`src/rtl/sgi_pkg.sv`:
```
package sgi_pkg;

    localparam int SLOT_CORES = 8;
    localparam int SLOT_W     = SLOT_CORES * SLOT_CORES;
    localparam int CORE_W     = $clog2(SLOT_CORES);
    localparam int ID_W       = 4;

    localparam int ID_LSB     = 0;
    localparam int LIST_LSB   = 16;
    localparam int SEL_LSB    = 24;

    typedef enum logic [1:0] {
        SEL_LISTED = 2'd0,
        SEL_OTHERS = 2'd1,
        SEL_SELF   = 2'd2,
        SEL_RSVD   = 2'd3
    } tgt_sel_e;

    typedef struct packed {
        logic                  valid;
        logic [ID_W-1:0]       id;
        logic [CORE_W-1:0]     src;
        logic [SLOT_CORES-1:0] tgt;
    } sgi_cmd_t;

endpackage

```
`src/rtl/sgi_cmd_decode.sv`:
```
module sgi_cmd_decode
    import sgi_pkg::*;
#(
    parameter int NUM_CORES = 8
) (
    input  logic                 wr_en,
    input  logic [31:0]          wr_data,
    input  logic [CORE_W-1:0]    wr_core,
    input  logic [NUM_CORES-1:0] if_en,
    output sgi_cmd_t             cmd
);

    tgt_sel_e              sel;
    logic [SLOT_CORES-1:0] self_mask;
    logic [SLOT_CORES-1:0] raw_mask;
    logic [SLOT_CORES-1:0] en_mask;

    always_comb begin
        sel       = tgt_sel_e'(wr_data[SEL_LSB +: 2]);
        self_mask = SLOT_CORES'(1) << wr_core;
        case (sel)
            SEL_LISTED: raw_mask = wr_data[LIST_LSB +: SLOT_CORES];
            SEL_OTHERS: raw_mask = ~self_mask;
            SEL_SELF:   raw_mask = self_mask;
            default:    raw_mask = '0;
        endcase
    end

    for (genvar c = 0; c < SLOT_CORES; c++) begin : g_en
        if (c < NUM_CORES) begin : g_live
            assign en_mask[c] = if_en[c];
        end else begin : g_absent
            assign en_mask[c] = 1'b0;
        end
    end

    always_comb begin
        cmd.valid = wr_en && (sel != SEL_RSVD);
        cmd.id    = wr_data[ID_LSB +: ID_W];
        cmd.src   = wr_core;
        cmd.tgt   = raw_mask & en_mask;
    end

endmodule

```
`src/rtl/sgi_slot_masks.sv`:
```
module sgi_slot_masks
    import sgi_pkg::*;
#(
    parameter int NUM_IDS = 16
) (
    input  sgi_cmd_t                       cmd,
    input  logic                           clr_en,
    input  logic [ID_W-1:0]                clr_id,
    input  logic [CORE_W-1:0]              clr_src,
    input  logic [CORE_W-1:0]              clr_tgt,
    output logic [NUM_IDS-1:0][SLOT_W-1:0] set_vec,
    output logic [NUM_IDS-1:0][SLOT_W-1:0] clr_vec
);

    logic [SLOT_W-1:0] set_row;
    logic [SLOT_W-1:0] clr_one;

    always_comb begin
        set_row = SLOT_W'(cmd.tgt) << (SLOT_CORES * int'(cmd.src));
        clr_one = SLOT_W'(1) << (int'(clr_tgt) + SLOT_CORES * int'(clr_src));
    end

    for (genvar i = 0; i < NUM_IDS; i++) begin : g_slot
        assign set_vec[i] = (cmd.valid && (int'(cmd.id) == i)) ? set_row : '0;
        assign clr_vec[i] = (clr_en && (int'(clr_id) == i)) ? clr_one : '0;
    end

endmodule

```
`src/rtl/sgi_pend_bank.sv`:
```
module sgi_pend_bank
    import sgi_pkg::*;
#(
    parameter int NUM_IDS = 16
) (
    input  logic                           clk,
    input  logic                           rst_n,
    input  logic [NUM_IDS-1:0][SLOT_W-1:0] set_vec,
    input  logic [NUM_IDS-1:0][SLOT_W-1:0] clr_vec,
    output logic [NUM_IDS-1:0][SLOT_W-1:0] pend
);

    typedef struct packed {
        logic [NUM_IDS-1:0][SLOT_W-1:0] pend;
    } bank_t;

    bank_t bank_d;
    bank_t bank_q;

    always_comb begin
        bank_d = bank_q;
        for (int i = 0; i < NUM_IDS; i++) begin
            bank_d.pend[i] = (bank_q.pend[i] & ~clr_vec[i]) | set_vec[i];
        end
    end

    always_ff @(posedge clk or negedge rst_n) begin
        if (!rst_n) begin
            bank_q <= '0;
        end else begin
            bank_q <= bank_d;
        end
    end

    assign pend = bank_q.pend;

endmodule

```
`src/rtl/sgi_dispatch.sv`:
```
module sgi_dispatch
    import sgi_pkg::*;
#(
    parameter int NUM_IDS   = 16,
    parameter int NUM_CORES = 8
) (
    input  logic                        clk,
    input  logic                        rst_n,
    input  logic                        wr_en,
    input  logic [31:0]                 wr_data,
    input  logic [2:0]                  wr_core,
    input  logic [NUM_CORES-1:0]        if_en,
    input  logic                        clr_en,
    input  logic [3:0]                  clr_id,
    input  logic [2:0]                  clr_src,
    input  logic [2:0]                  clr_tgt,
    output logic [NUM_IDS*SLOT_W-1:0]   pend_o
);

    sgi_cmd_t                       cmd;
    logic [NUM_IDS-1:0][SLOT_W-1:0] set_vec;
    logic [NUM_IDS-1:0][SLOT_W-1:0] clr_vec;
    logic [NUM_IDS-1:0][SLOT_W-1:0] pend;

    sgi_cmd_decode #(.NUM_CORES(NUM_CORES)) u_decode (
        .wr_en   (wr_en),
        .wr_data (wr_data),
        .wr_core (wr_core),
        .if_en   (if_en),
        .cmd     (cmd)
    );

    sgi_slot_masks #(.NUM_IDS(NUM_IDS)) u_masks (
        .cmd     (cmd),
        .clr_en  (clr_en),
        .clr_id  (clr_id),
        .clr_src (clr_src),
        .clr_tgt (clr_tgt),
        .set_vec (set_vec),
        .clr_vec (clr_vec)
    );

    sgi_pend_bank #(.NUM_IDS(NUM_IDS)) u_bank (
        .clk     (clk),
        .rst_n   (rst_n),
        .set_vec (set_vec),
        .clr_vec (clr_vec),
        .pend    (pend)
    );

    assign pend_o = pend;

endmodule

```
`config.mk`:
```
export PLATFORM = sky130hd
export DESIGN_NAME = sgi_dispatch
export DESIGN_NICKNAME = d
export VERILOG_FILES = /design/src/rtl/sgi_pkg.sv /design/src/rtl/sgi_cmd_decode.sv /design/src/rtl/sgi_slot_masks.sv /design/src/rtl/sgi_pend_bank.sv /design/src/rtl/sgi_dispatch.sv
export SDC_FILE = /design/constraint.sdc
export NUM_CORES = 2
export LEC_CHECK = 0
export BUFFER_PORTS_ARGS = -buffer_cell sky130_fd_sc_hd__buf_2
export CAP_MARGIN = 20
export CELL_PAD_IN_SITES_DETAIL_PLACEMENT = 0
export CELL_PAD_IN_SITES_GLOBAL_PLACEMENT = 1
export CORE_AREA = 2 2 426 428
export CTS_BUF_LIST = sky130_fd_sc_hd__clkbuf_16
export DETAILED_ROUTE_END_ITERATION = 6
export DIE_AREA = 0 0 428 430
export PLACE_DENSITY_LB_ADDON = 0.1
export SETUP_SLACK_MARGIN = 0.2
export SYNTH_ARGS = -nofsm -noshare
export SYNTH_HDL_FRONTEND = slang
export SYNTH_SLANG_ARGS = --single-unit
```
`constraint.sdc`:
```
create_clock -name clk -period 0.94 [get_ports clk]
set_input_delay 0 -clock clk [delete_from_list [all_inputs] [get_ports clk]]
set_output_delay 0 -clock clk [all_outputs]
set_load 0.005 [all_outputs]
```
==> impl_metrics.yaml <==
status:
  status: "complete, but fails checks"
  violations: "hold timing, setup timing"
setup_path:
  crit_path_top_delay_cell: "dfrtp_2"
  crit_fanout: 2
  cp_cell_sequence: "buf_6 -> buf_6"
  cp_slowest_stage_delay_ns: 0.44
  path_class: "register to primary output"
  critPathCaptureType: "primary output"
  cp-start-kind: "register"
  worst_path_most_repeated_cell: "buf_6"
  worstPathArrival_ns: 1.46
  critPathRequiredTime_ns: 0.94
clock_network:
  cts_tree: "done"
  h-tree-depth: 4
  cts_hold_buf: 10
  clock_latency_ns: 0.76
  cts-buffers-inserted: 131
  clock-root-buffer: "clkbuf_16"
  clock-sinks: 1024
  cts_max_path_buffers: 3
  path_clk_slew_ns: 0.06
routing:
  wl_met3_um: 21200
  vias: 47700
  highest_layer: "met4"
  dr_wl_met2_um: 146000
  drtPass1Iterations: 6
  wl_per_cell_um: 37.8
  drc: 0
  postRouteAntennaNets: 0
  viasPerCell: 5.76
  drt-met1-wl_um: 129000
  drtIter0Drc: 4567
  drt_wl_total_um: 313000
cells_and_area:
  stdcell_count: 8289
  fillers: 17600
  syn_to_final_growth_pct: 63.0
  num-nets-final: 5853
  drive_gt1_frac: 0.520
  multi_input_area_um2: 18500
  largest_reg_flops: 1024
  seqCellArea_um2: 25700
floorplan:
  ios: 1081
  rows: 156
  fp.dieH_um: 430
  start_util: 0.248
  core_um2: 180000
  die_w_um: 428
  dieArea_um2: 184000
sta:
  fmaxAchievable_mhz: 683
  slew-limit-headroom: 0.402
  rsz0062_at_grt: "yes"
  finalSetupViolCount: 1305
  whs_ns: -0.202
  tightest_slew_ns: 0.895
  period_minus_slack_ns: 1.46
  slew_viol_final: 0
  finalHoldViolCount: 216
  skew_ns: 0
  fin_crit_sh: 1.56
  setup_ws_ns: -0.525
  final.setup.tns_ns: -400.22
global_route:
  grt_max_degree: 71
  grt_pass1_vias: 46700
  grt_pass1_wl_um: 418000
  antenna_found_initial: 45
  gr-total-overflow: 0
  track_usage: 0.326
synthesis:
  seq_area_frac_synth: 0.575
  syn_inst: 3867
  synthTopCellsByCount: "dfrtp_1, o41ai_1, o21ai_0"
  synth_cell_types: 42
  ys_ff_latch: 1024
  synth.area.top_cells: "dfrtp_1, o41ai_1, o21ai_0"
  synth_nets: 3924
  avgSynthCellArea_um2: 11.5
  synthFlopType: "dfrtp_1"
  async_reset_ff_frac: 1.00
  synth_top_area_frac: 0.575
  syn-cell-area_um2: 44500
  synth_top_area_cell: "dfrtp_1"
  yosysMostFrequentCell: "dfrtp_1"
  synth_edf_count: 0
  yosys_warnings: 0
power:
  ir_drop_mv: 1.46
  leakagePower_nw: 33.2
  power.total_w: 0.110
  p_per_area_nw_per_um2: 1510
flow_run:
  max-cap-violations: 0
place:
  dp_cells: 7351
  place_congestion: 0.855
  io_buffers: 1062
  dp_hpwl_um: 209000
min_path:
  hold_class: "primary input to register"
[final cells by class]
type                            count  area share
Clock buffer                      136      0.0469
Multi-Input combinational cell   2197       0.254
Timing Repair Buffer             2441       0.296
Antenna cell                       32     0.00110
Clock inverter                     88     0.00683
Sequential cell                  1024       0.354
Inverter                            1   0.0000517
Tap cell                         2370      0.0409
[what timing repair did]
action	in CTS	in global routing
gates resized for setup	481	52
setup endpoints to repair	1791	3026
hold endpoints to repair	1582	220
setup buffers	445	215
gates cloned	12	0
pin swaps	3	2
[layer usage]
| layer | global-route usage | vias to the layer above |
|---|---|---|
| li1 | - | 19600 |
| met1 | 0.417 | 25100 |
| met2 | 0.518 | 2414 |
| met3 | 0.0699 | 552 |
| met4 | 0.169 | 0 |
| met5 | 0 | - |
[cells in the final DEF (no fill, tap or decap), types with 4 or more instances in the layout]
cell / Yosys / routed
clkinv_1: 0 / 34
o21ai_1: 268 / 423
buf_6: 59 / 325
inv_6: 0 / 5
buf_12: 0 / 286
o41ai_1: 968 / 702
and3b_1: 6 / 6
clkinv_8: 0 / 5
o21ai_0: 628 / 473
clkinv_2: 0 / 10
buf_16: 0 / 11
or3b_4: 1 / 6
nand2b_4: 0 / 4
nand2_1: 14 / 8
nand3_4: 0 / 10
buf_2: 72 / 818
dlygate4sd3_1: 0 / 10
nand3b_1: 22 / 22
buf_4: 7 / 983
clkbuf_16: 0 / 136
o21ba_2: 8 / 8
dfrtp_2: 0 / 52
bufbuf_16: 0 / 6
dfrtp_1: 1024 / 972
nand3_2: 8 / 36
diode_2: 0 / 32
o41ai_2: 56 / 322
inv_1: 1 / 30
mux2i_4: 0 / 4
nand2_2: 0 / 4
o31ai_1: 128 / 128
[worst max-delay path: cells and delay by family (launching register included)]
family                 cells  cell delay [ns]
buffers and inverters      2             0.26
DFF                        1             0.44
[path summary, 6_finish.rpt]
path | to | slack, ns | cells past startpoint | start
min reg2reg | u_bank.pend[411]$_DFF_PN0_ | 0.50 | 2 | u_bank.pend[411]$_DFF_PN0_
max in group asynchronous | u_bank.pend[83]$_DFF_PN0_ | -0.03 | 4 | rst_n
max | pend_o[759] | -0.52 | 2 | u_bank.pend[759]$_DFF_PN0_
min | u_bank.pend[1015]$_DFF_PN0_ | -0.20 | 4 | wr_data[1]
max reg2reg | u_bank.pend[66]$_DFF_PN0_ | -0.07 | 4 | u_bank.pend[66]$_DFF_PN0_
min in group asynchronous | u_bank.pend[560]$_DFF_PN0_ | -0.12 | 2 | rst_n
[where the power goes]
| group | leakage (nW) | internal, W | switching, W |
|---|---|---|---|
| registers | 14.1 | 0.0455 | 0.00131 |
| clock network | 2.01 | 0.0266 | 0.0210 |
| logic | 17.1 | 0.00625 | 0.00927 |
| total | 33.2 | 0.0783 | 0.0316 |
[logic make-up (layout without fill, tap and decap cells)]
family	after synthesis	count (layout)	share of synthesized area
simple gates	128	128	0.0203
mux	4	4	0.000899
other cells	0	32	0
buf+inv	646	2666	0.0670
flops	1024	1024	0.575
compound gates	2065	2065	0.336
[stage by stage]
stage	cell area [um2]	util	setup slack, ns
after floorplan	47100	-	-0.392
after global placement	61100	0.340	-0.867
after detailed placement	61100	0.340	-0.915
after CTS	70600	0.393	-0.566
after global routing	72600	0.404	-0.558
final	72600	0.404	-0.525
Note: power is estimated with default switching activity, not from simulation.
